[src/rtl/fifo_pkg.sv]
package fifo_pkg;

    // Status layout, LSB first: empty, not_empty, full, not_full, ae, af, ovr, udr
    typedef struct packed {
        logic udr;
        logic ovr;
        logic af;
        logic ae;
        logic not_full;
        logic full;
        logic not_empty;
        logic empty;
    } fifo_status_t;

    typedef struct packed {
        logic wr_en;
        logic rd_en;
        logic bypass;
        logic ovr_evt;
        logic udr_evt;
    } fifo_op_t;

    typedef enum logic [1:0] {
        OP_IDLE  = 2'b00,
        OP_WRITE = 2'b01,
        OP_READ  = 2'b10,
        OP_BOTH  = 2'b11
    } op_kind_e;

    // Resolve the strobes against the current level
    function automatic fifo_op_t resolve_op(input logic push, input logic pop,
                                            input logic is_full, input logic is_empty);
        fifo_op_t o;
        op_kind_e k;
        o = '0;
        k = op_kind_e'({pop, push});
        case (k)
            OP_WRITE: begin
                o.wr_en   = !is_full;
                o.ovr_evt = is_full;
            end
            OP_READ: begin
                o.rd_en   = !is_empty;
                o.udr_evt = is_empty;
            end
            OP_BOTH: begin
                o.wr_en  = 1'b1;
                o.rd_en  = 1'b1;
                o.bypass = is_empty;
            end
            default: o = '0;
        endcase
        return o;
    endfunction

endpackage

[src/rtl/fifo_track.sv]
module fifo_track
    import fifo_pkg::*;
#(
    parameter int DEPTH = 16
) (
    input  logic                       clk,
    input  logic                       rst,
    input  logic                       push,
    input  logic                       pop,
    output logic                       wr_en,
    output logic                       rd_en,
    output logic                       bypass,
    output logic                       ovr_evt,
    output logic                       udr_evt,
    output logic [$clog2(DEPTH)-1:0]   wr_ptr,
    output logic [$clog2(DEPTH)-1:0]   rd_ptr,
    output logic [$clog2(DEPTH+1)-1:0] count
);
    localparam int AW = $clog2(DEPTH);
    localparam int CW = $clog2(DEPTH + 1);
    localparam logic [AW-1:0] LAST = AW'(DEPTH - 1);

    fifo_op_t op;

    function automatic logic [AW-1:0] bump(input logic [AW-1:0] p);
        return (p == LAST) ? '0 : p + 1'b1;
    endfunction

    always_comb begin
        op      = resolve_op(push, pop, count == CW'(DEPTH), count == '0);
        wr_en   = op.wr_en;
        rd_en   = op.rd_en;
        bypass  = op.bypass;
        ovr_evt = op.ovr_evt;
        udr_evt = op.udr_evt;
    end

    always_ff @(posedge clk) begin
        if (rst) begin
            wr_ptr <= '0;
            rd_ptr <= '0;
            count  <= '0;
        end else begin
            if (op.wr_en) wr_ptr <= bump(wr_ptr);
            if (op.rd_en) rd_ptr <= bump(rd_ptr);
            if (op.wr_en && !op.rd_en)      count <= count + 1'b1;
            else if (op.rd_en && !op.wr_en) count <= count - 1'b1;
        end
    end

    // a lone push on a full buffer leaves it full
    assert_full_hold_R7: assert property (@(posedge clk) disable iff (rst)
        (count == CW'(DEPTH) && push && !pop) |=> (count == CW'(DEPTH)));
    // simultaneous push and pop keep the level
    assert_both_level_R10: assert property (@(posedge clk) disable iff (rst)
        (push && pop) |=> $stable(count));
    // level never exceeds depth
    assert_no_overflow_R3: assert property (@(posedge clk) disable iff (rst)
        count <= CW'(DEPTH));

endmodule

[src/rtl/fifo_store.sv]
module fifo_store #(
    parameter int DEPTH = 16,
    parameter int WIDTH = 8
) (
    input  logic                     clk,
    input  logic                     rst,
    input  logic                     wr_en,
    input  logic [$clog2(DEPTH)-1:0] wr_ptr,
    input  logic [WIDTH-1:0]         wr_data,
    input  logic                     rd_en,
    input  logic [$clog2(DEPTH)-1:0] rd_ptr,
    input  logic                     bypass,
    output logic [WIDTH-1:0]         rd_data,
    output logic                     rd_valid
);
    logic [WIDTH-1:0] mem [DEPTH];

    always_ff @(posedge clk) begin
        if (wr_en) mem[wr_ptr] <= wr_data;
    end

    always_ff @(posedge clk) begin
        if (rst) begin
            rd_valid <= 1'b0;
            rd_data  <= '0;
        end else begin
            rd_valid <= rd_en;
            if (rd_en) rd_data <= bypass ? wr_data : mem[rd_ptr];
        end
    end

    // pass-through on empty returns the word pushed in that cycle
    assert_bypass_data_R11: assert property (@(posedge clk) disable iff (rst)
        (rd_en && bypass) |=> (rd_valid && rd_data == $past(wr_data)));

endmodule

[src/rtl/fifo_flags.sv]
module fifo_flags
    import fifo_pkg::*;
#(
    parameter int DEPTH = 16
) (
    input  logic                       clk,
    input  logic                       rst,
    input  logic [$clog2(DEPTH+1)-1:0] count,
    input  logic                       cfg_wr,
    input  logic                       cfg_use_off,
    input  logic [$clog2(DEPTH)-1:0]   cfg_af_off,
    input  logic [$clog2(DEPTH)-1:0]   cfg_ae_off,
    input  logic                       err_clr,
    input  logic                       ovr_evt,
    input  logic                       udr_evt,
    output fifo_status_t               status
);
    localparam int AW  = $clog2(DEPTH);
    localparam int CW  = $clog2(DEPTH + 1);
    localparam int QTR = DEPTH / 4;

    logic          use_q;
    logic [AW-1:0] af_q, ae_q;
    logic          ovr_q, udr_q;
    logic [CW-1:0] ae_lim, af_lim;
    logic [CW:0]   af_sum;

    always_ff @(posedge clk) begin
        if (rst) begin
            use_q <= 1'b0;
            af_q  <= '0;
            ae_q  <= '0;
        end else if (cfg_wr) begin
            use_q <= cfg_use_off;
            af_q  <= cfg_af_off;
            ae_q  <= cfg_ae_off;
        end
    end

    // New error wins over a clear in the same cycle
    always_ff @(posedge clk) begin
        if (rst) begin
            ovr_q <= 1'b0;
            udr_q <= 1'b0;
        end else begin
            ovr_q <= ovr_evt | (ovr_q & ~err_clr);
            udr_q <= udr_evt | (udr_q & ~err_clr);
        end
    end

    always_comb begin
        ae_lim = use_q ? CW'(ae_q) : CW'(QTR);
        af_lim = use_q ? CW'(af_q) : CW'(QTR);
        af_sum = {1'b0, count} + {1'b0, af_lim};
        status.empty     = (count == '0);
        status.not_empty = (count != '0);
        status.full      = (count == CW'(DEPTH));
        status.not_full  = (count != CW'(DEPTH));
        status.ae        = (count < ae_lim);
        status.af        = (af_sum > (CW+1)'(DEPTH));
        status.ovr       = ovr_q;
        status.udr       = udr_q;
    end

    // zero offsets under the select bit silence both almost flags
    assert_zero_off_R6: assert property (@(posedge clk) disable iff (rst)
        (use_q && af_q == '0 && ae_q == '0) |-> !(status.ae || status.af));
    // overrun is sticky without a clear
    assert_ovr_sticky_R7: assert property (@(posedge clk) disable iff (rst)
        (status.ovr && !err_clr) |=> status.ovr);
    // underrun is sticky without a clear
    assert_udr_sticky_R8: assert property (@(posedge clk) disable iff (rst)
        (status.udr && !err_clr) |=> status.udr);
    // a clear with no new event drops both error bits
    assert_err_clear_R9: assert property (@(posedge clk) disable iff (rst)
        (err_clr && !ovr_evt && !udr_evt) |=> !(status.ovr || status.udr));

endmodule

[src/rtl/prog_flag_fifo.sv]
module prog_flag_fifo
    import fifo_pkg::*;
#(
    parameter int DEPTH = 16,
    parameter int WIDTH = 8
) (
    input  logic                     clk,
    input  logic                     rst,
    input  logic                     push,
    input  logic [WIDTH-1:0]         push_data,
    input  logic                     pop,
    output logic [WIDTH-1:0]         pop_data,
    output logic                     pop_valid,
    input  logic                     cfg_wr,
    input  logic                     cfg_use_off,
    input  logic [$clog2(DEPTH)-1:0] cfg_af_off,
    input  logic [$clog2(DEPTH)-1:0] cfg_ae_off,
    input  logic                     err_clr,
    output logic [7:0]               status
);
    localparam int AW = $clog2(DEPTH);
    localparam int CW = $clog2(DEPTH + 1);

    logic          wr_en, rd_en, bypass, ovr_evt, udr_evt;
    logic [AW-1:0] wr_ptr, rd_ptr;
    logic [CW-1:0] count;
    fifo_status_t  st;

    fifo_track #(.DEPTH(DEPTH)) u_track (
        .clk(clk), .rst(rst), .push(push), .pop(pop),
        .wr_en(wr_en), .rd_en(rd_en), .bypass(bypass),
        .ovr_evt(ovr_evt), .udr_evt(udr_evt),
        .wr_ptr(wr_ptr), .rd_ptr(rd_ptr), .count(count)
    );

    fifo_store #(.DEPTH(DEPTH), .WIDTH(WIDTH)) u_store (
        .clk(clk), .rst(rst), .wr_en(wr_en), .wr_ptr(wr_ptr),
        .wr_data(push_data), .rd_en(rd_en), .rd_ptr(rd_ptr),
        .bypass(bypass), .rd_data(pop_data), .rd_valid(pop_valid)
    );

    fifo_flags #(.DEPTH(DEPTH)) u_flags (
        .clk(clk), .rst(rst), .count(count), .cfg_wr(cfg_wr),
        .cfg_use_off(cfg_use_off), .cfg_af_off(cfg_af_off),
        .cfg_ae_off(cfg_ae_off), .err_clr(err_clr),
        .ovr_evt(ovr_evt), .udr_evt(udr_evt), .status(st)
    );

    assign status = st;

    // lone pop on empty yields no data and flags underrun
    assert_udr_novalid_R8: assert property (@(posedge clk) disable iff (rst)
        (pop && !push && st.empty) |=> (!pop_valid && st.udr));
    // a pop on a non-empty buffer always returns a word
    assert_pop_valid_R2: assert property (@(posedge clk) disable iff (rst)
        (pop && !st.empty) |=> pop_valid);

endmodule

[config.mk]
export PLATFORM = sky130hd
export DESIGN_NAME = prog_flag_fifo
export DESIGN_NICKNAME = d
export VERILOG_FILES = /design/src/rtl/fifo_pkg.sv /design/src/rtl/fifo_track.sv /design/src/rtl/fifo_store.sv /design/src/rtl/fifo_flags.sv /design/src/rtl/prog_flag_fifo.sv
export SDC_FILE = /design/constraint.sdc
export NUM_CORES = 1
export LEC_CHECK = 0
export BUFFER_PORTS_ARGS = -buffer_cell sky130_fd_sc_hd__buf_4
export CAP_MARGIN = 15
export CORE_MARGIN = 4
export CORE_UTILIZATION = 55
export DETAILED_ROUTE_END_ITERATION = 16
export PLACE_DENSITY = 0.73
export SETUP_SLACK_MARGIN = 0.5
export SLEW_MARGIN = 20
export SYNTH_ARGS = -nofsm -noshare
export SYNTH_HDL_FRONTEND = slang
export SYNTH_HIERARCHICAL = 1
export SYNTH_SLANG_ARGS = --single-unit
[constraint.sdc]
create_clock -name clk -period 3.75 [get_ports clk]
set_input_delay 0.5625 -clock clk [delete_from_list [all_inputs] [get_ports clk]]
set_output_delay 0.5625 -clock clk [all_outputs]
set_load 0.01 [all_outputs]
==> results of run 1 <==
-- critical path: stages, from the launching register on --
cell,delay (ns)
sky130_fd_sc_hd__dfxtp_1,0.37
sky130_fd_sc_hd__and2_1,0.17
sky130_fd_sc_hd__ha_1,0.21
sky130_fd_sc_hd__fa_1,0.42
sky130_fd_sc_hd__a211o_1,0.31
sky130_fd_sc_hd__nand4b_1,0.12
sky130_fd_sc_hd__a21oi_1,0.08
sky130_fd_sc_hd__nor4_1,0.25
sky130_fd_sc_hd__buf_4,0.19
-- timing repair --
action,in CTS,in global routing
setup endpoints to repair,0,2
gates resized for setup,0,2
hold endpoints to repair,0,0
-- stage by stage --
step                total power [W]  cell area [um2]  instances  hold slack [ns]  worst slack (ns)
floorplan                  0.002909             7020        438           0.4515            0.8814
global route               0.005295             8009        664           0.3802            0.4500
finish                     0.005062             8009        664           0.3816            0.6581
global placement           0.003151             7337        632           0.4689            0.7590
CTS                        0.005064             7985        664           0.3700            0.6399
detailed placement         0.003195             7337        632           0.4834            0.6744
-- cells by family after synthesis --
| family | share of synthesized area, % |
|---|---|
| AO/OA/AOI/OAI | 7.913 |
| XOR/XNOR | 0.6237 |
| adder cells (fa/ha/maj) | 3.065 |
| buffers and inverters | 3.992 |
| flip-flops | 64.16 |
| multiplexers | 12.92 |
| AND/OR/NAND/NOR | 7.325 |
-- placed cells by master, fill, tap and decap left out, drive strengths merged, types with 11 or more instances in the layout --
master / instances
mux2i: 19
a211oi: 18
a21oi: 13
dfxtp: 33
nand2: 13
inv: 11
clkbuf: 19
mux4: 24
edfxtp: 128
nor4: 12
buf: 45
nor2: 35
ha: 14
-- how the worst max path moves through the flow --
stage                                  start                             to  slack [ns]  cells after the start
2_1_floorplan  u_track/count[1]$_SDFFE_PP0P_  u_track/count[4]$_SDFFE_PP0P_        0.88                     11
3_3_place_gp   u_track/count[1]$_SDFFE_PP0P_  u_track/count[4]$_SDFFE_PP0P_        0.76                     10
3_5_place_dp   u_track/count[1]$_SDFFE_PP0P_  u_track/count[4]$_SDFFE_PP0P_        0.67                     10
4_1_cts           u_flags/use_q$_SDFFE_PP0P_                      status[5]        0.64                      8
5_1_grt           u_flags/use_q$_SDFFE_PP0P_                      status[5]        0.45                      8
6_report          u_flags/use_q$_SDFFE_PP0P_                      status[5]        0.66                      8
-- metal layers --
layer,track usage (%),routed length [um],vias to the layer above
met5,0,0,-
met1,28.63,6143,2020
met4,7.082,276,0
li1,-,-,1839
met2,33.62,7112,170
met3,5.175,954,32
-- cell type report --
type | count | area [um2] | share of cell area (%)
clock buffer | 19 | 432.9 | 5.405
clock inverter | 13 | 215.2 | 2.687
inverter | 11 | 41.29 | 0.5155
multi-input combinational | 243 | 2260 | 28.21
sequential | 161 | 4507 | 56.27
tap | 172 | 215.2 | 2.687
timing repair buffer | 45 | 337.8 | 4.218
-- power by group through the flow --
stage	clock [W]	combinational [W]	sequential, W
finish	0.00188	0.000991	0.00219
CTS	0.00190	0.000977	0.00219
global route	0.00199	0.00109	0.00221
global placement	0	0.000936	0.00222
floorplan	0	0.000750	0.00216
detailed placement	0	0.000968	0.00223
-- flip-flops by register name (all words and copies together) (netlist names) --
signal / count
u_store/rd_data: 8
u_store/mem: 128
u_flags/ae_q: 4
u_track/rd_ptr: 4
u_flags/af_q: 4
u_track/wr_ptr: 4
u_flags/use_q: 1
u_store/rd_valid: 1
u_track/count: 5
u_flags/udr_q: 1
u_flags/ovr_q: 1
==> results_dict.tcl, run 1 <==
set metrics [dict create \
    run_status "finished, final reports clean" \
    final_layout_size_suffix_gt1_share_pct 21.54 \
    p_comb_share_pct 19.6 \
    grt_max_degree 36 \
    ctsLongestPathBuffers 2 \
    power.internal_w 0.003737 \
    synth_area_leaders "sky130_fd_sc_hd__edfxtp_1 55%, sky130_fd_sc_hd__dfxtp_1 9.4%, sky130_fd_sc_hd__mux4_1 5.2%" \
    critical_path_required_ns 3.19 \
    synth_enable_flop_cells 128 \
    start_util_pct 55.86 \
    drt_first_pass_iters 5 \
    postSynthRegisterBits 161 \
    timing.reg2reg.setup_slack_ns 0.73 \
    rr_worst_depth 10 \
    synth_seq_area_share_pct 64.16 \
    clock-skew-final_ns 0.005816 \
    setup.worst_path.end_class "output port" \
    synth_area_leader_cell "sky130_fd_sc_hd__edfxtp_1" \
    pwr-share-seq_pct 43.3 \
    critical_path.startpoint_type "flip-flop" \
    first_global_vias 4012 \
    grt_util_all_layers_pct 21.08 \
    die_height_um 121.0 \
    synth_largest_type_area_fraction_pct 54.75 \
    worstSetupPathType "reg2out" \
    worst_slew_pin_slew_ns 0.9464 \
    fill_cells 921 \
    power.net_switching_w 0.001325 \
    share_of_async_settable_or_async_resettable_flops_after_synthesis_pct 0 \
    postRouteWirelength_um 14490 \
    synthFlopType "sky130_fd_sc_hd__edfxtp_1" \
    whs_path_depth 3 \
    rsz0062_at_grt "yes" \
    clk_root_buffer_cell "sky130_fd_sc_hd__clkbuf_16" \
    grt_overflow 0 \
    timing.final.setup_violations 0 \
    io-pin-count 40 \
    place_hpwl_um 9296 \
    power_frac_clock_pct 37.1 \
    syn_area_mm2 0.007020 \
    post_drt_wl_per_cell_um 21.82 \
    yosysMostFrequentCell "sky130_fd_sc_hd__edfxtp_1" \
    static-leakage-power_nw 2.802 \
    yosys.cell_types.count 58 \
    grt_first_pass_wirelength_um 22850 \
    cts.hold.buffers_added 0 \
    drt-vias-per-instance 6.116 \
    period_minus_slack_ns 3.092 \
    layout.core_utilization_pct 63.72 \
    worstPathArrival_ns 2.53 \
    critical_path.max_fanout 9 \
    post_syn_instances 438 \
    detailroute.via_count 4061 \
    drt_iter0_drc 526 \
    post_route_drc 0 \
    final.period_utilization_pct 82.45 \
    hold_critical_path_endpoint "u_flags/af_q[2]$_SDFFE_PP0P_" \
    startpoint_of_the_worst_hold_path "cfg_af_off[2]" \
    max_freq_mhz 323.4 \
    hold_class "in2reg" \
    numCtsBuffers 17 \
    cellPowerDensity_mw_per_mm2 632.0 \
    syn-num-nets 477 \
    syn2layout_area_growth_pct 14.08 \
    slew_headroom_pct 36.91 \
    die_area_mm2 0.01464 \
    r2r_start "u_track/count[1]$_SDFFE_PP0P_" \
    worst_flop_to_flop_path_endpoint "u_track/count[4]$_SDFFE_PP0P_" \
    ant_nets 0 \
    nNetsFinal 518 \
    clk_transition_reported_paths_ns 0.06 \
    numPortBuffers 39 \
    tritoncts "done" \
    synth_commonest_cells "128 x sky130_fd_sc_hd__edfxtp_1, 35 x sky130_fd_sc_hd__nor2_1, 33 x sky130_fd_sc_hd__dfxtp_1" \
    ant_diodes 0 \
    core_region_area_mm2 0.01257 \
    grt_antenna_before_repair 0 \
    gp_congestion 0.8251 \
    setup_tns_ns 0 \
    std_cell_rows 41 \
    avgSynthCellArea_um2 16.03 \
    timing.final.max_slew_violations 0 \
    power_switching_share_pct 26.17 \
    max-vdd-ir-drop_v 0.0003254 \
    post_cts_buffers 0 \
    cap_viol_max_count 0 \
    insertion_delay_ns 0.41 \
    floorplan.die.width_um 121.0 \
    total_of_warnings_raised_by_yosys 6 \
    hold_viol_final 0 \
    numClockSinks 161 \
    htree_num_levels 4 \
]
Note: power is estimated with default switching activity, not from simulation.
==> inputs of run 2 (changes only) <==
--- a/config.mk
+++ b/config.mk
@@ -5,12 +5,13 @@
 export SDC_FILE = /design/constraint.sdc
 export NUM_CORES = 1
 export LEC_CHECK = 0
+export ABC_AREA = 1
 export BUFFER_PORTS_ARGS = -buffer_cell sky130_fd_sc_hd__buf_4
 export CAP_MARGIN = 15
 export CORE_MARGIN = 4
 export CORE_UTILIZATION = 55
 export DETAILED_ROUTE_END_ITERATION = 16
-export PLACE_DENSITY = 0.73
+export PLACE_DENSITY = 0.76
 export SETUP_SLACK_MARGIN = 0.5
 export SLEW_MARGIN = 20
 export SYNTH_ARGS = -nofsm -noshare
==> constraint.sdc (replaced) <==
create_clock -name clk -period 2.6 [get_ports clk]
set_input_delay 0.39 -clock clk [delete_from_list [all_inputs] [get_ports clk]]
set_output_delay 0.39 -clock clk [all_outputs]
set_load 0.01 [all_outputs]
==> run 2 against run 1 <==
  * Flip-flop and latch count unchanged
  * First-iteration DRC count up 12%
  * Combinational power up 83%
  * Global-route usage up 1.9 points
  * Clock skew up 0.0010 ns
  * Setup slack worse by 0.58 ns
  * Wire length up 18%
  * Non-clock buffer count up 32
  * Sequential power up 37%
==> results_dict.tcl, run 2 <==
set metrics [dict create \
    run_status "finished, final reports clean" \
    synth_area_leader_cell "sky130_fd_sc_hd__edfxtp_1" \
    cts.hold.buffers_added 0 \
    fin_worst_hold_slack_ns 0.2250 \
    fill_cells 946 \
    syn_area_mm2 0.007277 \
    gp_congestion 0.8602 \
    syn-num-nets 794 \
    hold_viol_final 0 \
    synth_largest_type_area_fraction_pct 52.82 \
    biggestRegsByFlops "u_store/mem x128, u_store/rd_data x8, u_track/count x5" \
    power.internal_w 0.004935 \
    worst_path_largest_cell_delay_ns 0.38 \
    largest_reg_flops 128 \
    yosys.cell_types.count 35 \
    grt_max_degree 68 \
    power_frac_clock_pct 32.0 \
    ant_diodes 0 \
    grt_antenna_before_repair 0 \
    final_layout_size_suffix_gt1_share_pct 19.21 \
    cap_viol_max_count 0 \
    synth_area_leaders "sky130_fd_sc_hd__edfxtp_1 53%, sky130_fd_sc_hd__nand2_1 14%, sky130_fd_sc_hd__dfxtp_1 9.1%" \
    layout.core_utilization_pct 67.23 \
    max_freq_mhz 396.1 \
    ant_nets 0 \
    critical_path_required_ns 2.21 \
    cp_cell_sequence "buf_4 > inv_4 > or2_1 > ha_1 > a21oi_1 > nand2_1 > nand2_1 > nand2_1 > nand2_1 > nand2_1 > buf_4" \
    clk_root_buffer_cell "sky130_fd_sc_hd__clkbuf_16" \
    layout.cells.most_common_list "273 x sky130_fd_sc_hd__nand2_1, 128 x sky130_fd_sc_hd__edfxtp_1, 104 x sky130_fd_sc_hd__nand3_1" \
    synthFlopType "sky130_fd_sc_hd__edfxtp_1" \
    startpoint_of_the_worst_hold_path "cfg_ae_off[1]" \
    floorplan.die.width_um 123.0 \
    setup_tns_ns 0 \
    max-vdd-ir-drop_v 0.0005586 \
    grt_overflow 0 \
    insertion_delay_ns 0.42 \
    postRouteWirelength_um 17120 \
    tritoncts "done" \
    worstPathArrival_ns 2.13 \
    critical_path.startpoint_type "flip-flop" \
    start_util_pct 56.97 \
    clk_transition_reported_paths_ns 0.06 \
    timing.final.max_slew_violations 0 \
    period_minus_slack_ns 2.525 \
    power_switching_share_pct 30.44 \
    post_route_drc 0 \
    r2r_start "u_track/count[1]$_SDFFE_PP0P_" \
    final.period_utilization_pct 97.10 \
    ctsLongestPathBuffers 2 \
    mostFrequentLayoutCell "sky130_fd_sc_hd__nand2_1" \
    yosysMostFrequentCell "sky130_fd_sc_hd__nand2_1" \
    worst_slew_pin_slew_ns 0.7005 \
    hold_class "in2reg" \
    drt_first_pass_iters 5 \
    post_syn_instances 755 \
    detailroute.via_count 5537 \
    timing.final.setup_violations 0 \
    numPortBuffers 39 \
    synth_seq_area_share_pct 61.90 \
    synth_commonest_cells "280 x sky130_fd_sc_hd__nand2_1, 128 x sky130_fd_sc_hd__edfxtp_1, 104 x sky130_fd_sc_hd__nand3_1" \
    rsz0062_at_grt "yes" \
    topRoutingLayerUsed "met4" \
    grt_util_all_layers_pct 22.96 \
    p_comb_share_pct 25.5 \
    total_of_warnings_raised_by_yosys 6 \
    clock-skew-final_ns 0.006836 \
    drt-vias-per-instance 5.509 \
    htree_num_levels 4 \
    std_cell_rows 41 \
    regMostFlops "u_store/mem" \
    postSynthRegisterBits 161 \
    static-leakage-power_nw 3.488 \
    count_of_placed_standard_cells_including_taps 954 \
    first_global_vias 5256 \
    setup.worst_path.end_class "output port" \
    syn2layout_area_growth_pct 18.02 \
    post_drt_wl_per_cell_um 17.03 \
    synth_enable_flop_cells 128 \
    die_height_um 123.0 \
    avgSynthCellArea_um2 9.638 \
    worst_path_max_delay_cell "sky130_fd_sc_hd__dfxtp_4" \
    pwr-share-seq_pct 42.5 \
    nNetsFinal 859 \
    critical_path.max_fanout 4 \
    cpMostUsedCell "sky130_fd_sc_hd__nand2_1" \
    core_region_area_mm2 0.01277 \
    met2_length_um 8239 \
    drt_iter0_drc 589 \
    die_area_mm2 0.01514 \
    io-pin-count 40 \
    cellPowerDensity_mw_per_mm2 826.0 \
    numCtsBuffers 17 \
    worstSetupPathType "reg2out" \
    place_hpwl_um 10480 \
    slew_headroom_pct 53.30 \
    wirelength_met1_um 7324 \
    grt_first_pass_wirelength_um 26410 \
    fin_cells 1005 \
    share_of_async_settable_or_async_resettable_flops_after_synthesis_pct 0 \
    power.net_switching_w 0.002159 \
    critical_path.startpoint "u_flags/use_q$_SDFFE_PP0P_" \
    wl_met3_um 1267 \
    numClockSinks 161 \
]
run 2: power by group through the flow:
stage	logic [W]	clock network, W	registers, W
after CTS	0.00153	0.00230	0.00302
after detailed placement	0.00150	0	0.00306
after global placement	0.00145	0	0.00305
after global routing	0.00197	0.00243	0.00303
after floorplan	0.00106	0	0.00305
final	0.00181	0.00227	0.00301
run 2: final cells by class:
type	count	area, um2	area share, %
Inverter	39	161.4	1.879
Tap cell	172	215.2	2.506
Multi-Input combinational cell	524	2556	29.76
Sequential cell	161	4526	52.70
Timing Repair Buffer	77	585.6	6.818
Clock buffer	24	493.0	5.740
Clock inverter	8	51.30	0.5973
run 2: repair_timing:
item | in CTS | in global routing
gates resized for setup | 19 | 31
setup buffers | 3 | 16
pin swaps | 7 | 15
setup endpoints to repair | 13 | 13
run 2: final timing paths:
| check | endpoint | slack (ns) | cells after the start |
|---|---|---|---|
| worst max-delay path | status[5] | 0.08 | 11 |
| worst min-delay path | u_flags/ae_q[1]$_SDFFE_PP0P_ | 0.23 | 3 |
| worst max register to register | u_track/count[4]$_SDFFE_PP0P_ | 0.46 | 15 |
| worst min register to register | u_flags/af_q[2]$_SDFFE_PP0P_ | 0.48 | 2 |
run 2: layer usage:
metal,vias to the layer above,GRT usage (%)
li1,2643,-
met4,0,7.751
met3,29,4.254
met5,-,0
met1,2633,32.10
met2,232,36.52
run 2: logic make-up after synthesis:
| group | share of synthesized area (%) |
|---|---|
| AOI/OAI and AO/OA | 3.215 |
| xor gates and xnor gates | 0.3611 |
| adders and majority gates | 2.957 |
| buffers and inverters | 4.780 |
| DFF | 61.90 |
| and+or+nand+nor | 26.79 |
run 2: through the flow:
stage / setup WS, ns / power (W) / cell area [um2]
2_1_floorplan: 0.5520 / 0.004109 / 7277
6_report: 0.07542 / 0.007094 / 8588
4_1_cts: 0.09769 / 0.006849 / 8344
5_1_grt: -0.004772 / 0.007437 / 8588
3_3_place_gp: 0.3729 / 0.004505 / 7730
3_5_place_dp: 0.2771 / 0.004561 / 7730
run 2: worst max-delay path, delay by kind of cell (launching register included):
kind | cells | cell delay (ns)
adders and majority gates | 1 | 0.26
DFF | 1 | 0.38
AOI/OAI and AO/OA | 1 | 0.23
and+or+nand+nor | 6 | 0.53
buffers and inverters | 3 | 0.30
==> inputs of run 3 (changes only) <==
--- a/config.mk
+++ b/config.mk
@@ -5,10 +5,9 @@
 export SDC_FILE = /design/constraint.sdc
 export NUM_CORES = 1
 export LEC_CHECK = 0
-export ABC_AREA = 1
 export BUFFER_PORTS_ARGS = -buffer_cell sky130_fd_sc_hd__buf_4
 export CAP_MARGIN = 15
-export CORE_MARGIN = 4
+export CORE_MARGIN = 3
 export CORE_UTILIZATION = 55
 export DETAILED_ROUTE_END_ITERATION = 16
 export PLACE_DENSITY = 0.76
==> constraint.sdc (replaced) <==
create_clock -name clk -period 2.1 [get_ports clk]
set_input_delay 0.315 -clock clk [delete_from_list [all_inputs] [get_ports clk]]
set_output_delay 0.315 -clock clk [all_outputs]
set_load 0.01 [all_outputs]
==> run 3 against run 2 <==
  * The flow now finishes with violations (negative setup slack)
  * Sequential power grew 25%
  * Wire length shrank 4.9%
  * Register-to-register slack lost 1.0 ns
  * Via count shrank 20%
  * Largest power group unchanged
==> results_dict.tcl, run 3 (same netlist as run 1, synthesis figures left out) <==
set metrics [dict create \
    first_global_vias 4343 \
    timing.final.max_slew_violations 0 \
    postRouteWirelength_um 16280 \
    whs_path_depth 3 \
    cts.hold.buffers_added 0 \
    worstSetupPathType "reg2reg" \
    numPortBuffers 39 \
    die_area_mm2 0.01416 \
    final_layout_size_suffix_gt1_share_pct 41.82 \
    gp_congestion 0.8632 \
    dpl_cell_area_mm2 0.007770 \
    grt_util_all_layers_pct 22.80 \
    period_minus_slack_ns 2.651 \
    tritoncts "done" \
    power_frac_clock_pct 32.3 \
    syn2layout_area_growth_pct 27.61 \
    finalInstanceArea_mm2 0.008959 \
    setup.worst_path.end_class "flip-flop" \
    critical_path_required_ns 2.41 \
    place_hpwl_um 9699 \
    nNetsFinal 564 \
    timing.reg2reg.setup_slack_ns -0.55 \
    p_comb_share_pct 30.5 \
    clk_transition_reported_paths_ns 0.06 \
    run_status "finished, violations left" \
    slew_headroom_pct 61.50 \
    insertion_delay_ns 0.43 \
    start_util_pct 57.26 \
    clock-skew-final_ns 0.007806 \
    htree_num_levels 4 \
    timing.final.setup_violations 38 \
    rsz0062_at_grt "yes" \
    cap_viol_max_count 0 \
    std_cell_rows 40 \
    violations_in_the_final_reports "negative setup slack" \
    grt_first_pass_wirelength_um 24320 \
    r2r_start "u_track/count[1]$_SDFFE_PP0P_" \
    multi_input_area_mm2 0.002729 \
    drt-vias-per-instance 6.283 \
    grt_max_degree 36 \
    critical_path.max_fanout 5 \
    worst_slack_ns -0.5514 \
    sequential_cell_area_mm2 0.004519 \
    static-leakage-power_nw 3.117 \
    hold_class "in2reg" \
    critical_path.startpoint_type "flip-flop" \
    grt_antenna_before_repair 0 \
    cellPowerDensity_mw_per_mm2 1133 \
    clk_root_buffer_cell "sky130_fd_sc_hd__clkbuf_16" \
    worstPathArrival_ns 2.96 \
    detailroute.via_count 4436 \
    power.net_switching_w 0.002883 \
    biggestRegsByFlops "u_store/mem x128, u_store/rd_data x8, u_track/count x5" \
    numCtsBuffers 17 \
    worst_slack_at_placement_ns -0.5222 \
    io-pin-count 40 \
    worst_slew_pin_slew_ns 0.5750 \
    startpoint_of_the_worst_hold_path "cfg_af_off[0]" \
    die_height_um 119.0 \
    hold_viol_final 0 \
    largest_reg_flops 128 \
    fin_cells 706 \
    post_route_drc 0 \
    mostFrequentLayoutCell "sky130_fd_sc_hd__edfxtp_1" \
    fill_cells 667 \
    pwr-share-seq_pct 37.1 \
    regMostFlops "u_store/mem" \
    setup_tns_ns -4.565 \
    worst_flop_to_flop_path_endpoint "u_track/count[4]$_SDFFE_PP0P_" \
    post_drt_wl_per_cell_um 23.06 \
    layout.cells.most_common_list "128 x sky130_fd_sc_hd__edfxtp_1, 62 x sky130_fd_sc_hd__buf_4, 25 x sky130_fd_sc_hd__buf_6" \
    rr_worst_depth 9 \
    ant_diodes 0 \
    drt_iter0_drc 520 \
    numClockSinks 161 \
    grt_overflow 0 \
    drt_first_pass_iters 5 \
    ctsLongestPathBuffers 2 \
    floorplan.die.width_um 119.0 \
    power.internal_w 0.007271 \
    count_of_placed_standard_cells_including_taps 658 \
    core_region_area_mm2 0.01226 \
    max-vdd-ir-drop_v 0.0006011 \
    power_switching_share_pct 28.39 \
    ant_nets 0 \
    final.period_utilization_pct 126.3 \
    max_freq_mhz 377.2 \
    hold_critical_path_endpoint "u_flags/af_q[0]$_SDFFE_PP0P_" \
]
run 3: cell types whose count changed in the layout (fill, tap and decap cells not counted), moves of 14 or more:
cell,change
sky130_fd_sc_hd__inv_1,-19
sky130_fd_sc_hd__nand3_1,-101
sky130_fd_sc_hd__nor2_1,-45
sky130_fd_sc_hd__mux2i_1,+19
sky130_fd_sc_hd__nand2_1,-265
sky130_fd_sc_hd__buf_6,+23
sky130_fd_sc_hd__mux4_1,+14
run 3: layout make-up:
class                   count  share of cell area (%)
repair buffers             91                   9.176
inverters                  11                  0.5726
well taps                 168                   2.346
multi-input cells         243                   30.46
clock buffers              21                   4.916
clock inverters            11                   2.081
flip-flops and latches    161                   50.45
run 3: repair_timing:
| item | in CTS | in global routing |
|---|---|---|
| hold endpoints to repair | 0 | 0 |
| endpoints found under the setup margin | 153 | 158 |
| buffers inserted | 10 | 6 |
| pin swaps | 24 | 31 |
| gates resized for setup | 42 | 48 |
run 3: power by group through the flow:
stage	sequential, W	combinational (W)	clock (W)
after floorplan	0.00388	0.00144	0
after global placement	0.00380	0.00220	0
after detailed placement	0.00382	0.00229	0
after CTS	0.00376	0.00267	0.00331
after global routing	0.00379	0.00327	0.00345
final	0.00377	0.00310	0.00328
run 3: layer usage:
metal	vias to the layer above	GRT usage [%]	share of wire, %
met5	-	0	0
met4	0	8.907	3.2
met3	45	5.603	7.5
met2	222	36.70	51
met1	2232	30.12	39
li1	1937	-	-
run 3: how the worst max path moves through the flow:
stage | startpoint | end | slack (ns) | depth (start not counted)
2_1_floorplan | u_track/count[0]$_SDFFE_PP0P_ | u_track/count[4]$_SDFFE_PP0P_ | -0.56 | 10
3_3_place_gp | u_track/count[1]$_SDFFE_PP0P_ | u_track/count[4]$_SDFFE_PP0P_ | -0.43 | 9
3_5_place_dp | u_track/count[1]$_SDFFE_PP0P_ | u_track/count[3]$_SDFFE_PP0P_ | -0.52 | 9
4_1_cts | u_flags/af_q[0]$_SDFFE_PP0P_ | status[5] | -0.60 | 9
5_1_grt | u_flags/use_q$_SDFFE_PP0P_ | status[5] | -0.61 | 9
6_report | u_track/count[1]$_SDFFE_PP0P_ | u_track/count[4]$_SDFFE_PP0P_ | -0.55 | 9
run 3: per-stage QoR:
stage | utilization, % | hold slack [ns] | total power (W)
after global routing | 73.06 | 0.1329 | 0.01050
final | 73.06 | 0.1269 | 0.01015
after global placement | 63.37 | 0.4672 | 0.006005
after CTS | 70.89 | 0.1130 | 0.009730
after detailed placement | 63.37 | 0.4805 | 0.006109
after floorplan | - | 0.3874 | 0.005318
run 3: critical path, cell delays in order (launching register included):
cell and delay (ns):
sky130_fd_sc_hd__dfxtp_4 0.35, sky130_fd_sc_hd__or4_4 0.57, sky130_fd_sc_hd__o31ai_4 0.27, sky130_fd_sc_hd__ha_4 0.21, sky130_fd_sc_hd__inv_6 0.05, sky130_fd_sc_hd__fa_2 0.36, sky130_fd_sc_hd__nand3_2 0.09, sky130_fd_sc_hd__a211oi_1 0.08
sky130_fd_sc_hd__a31oi_1 0.20, sky130_fd_sc_hd__mux2_2 0.35
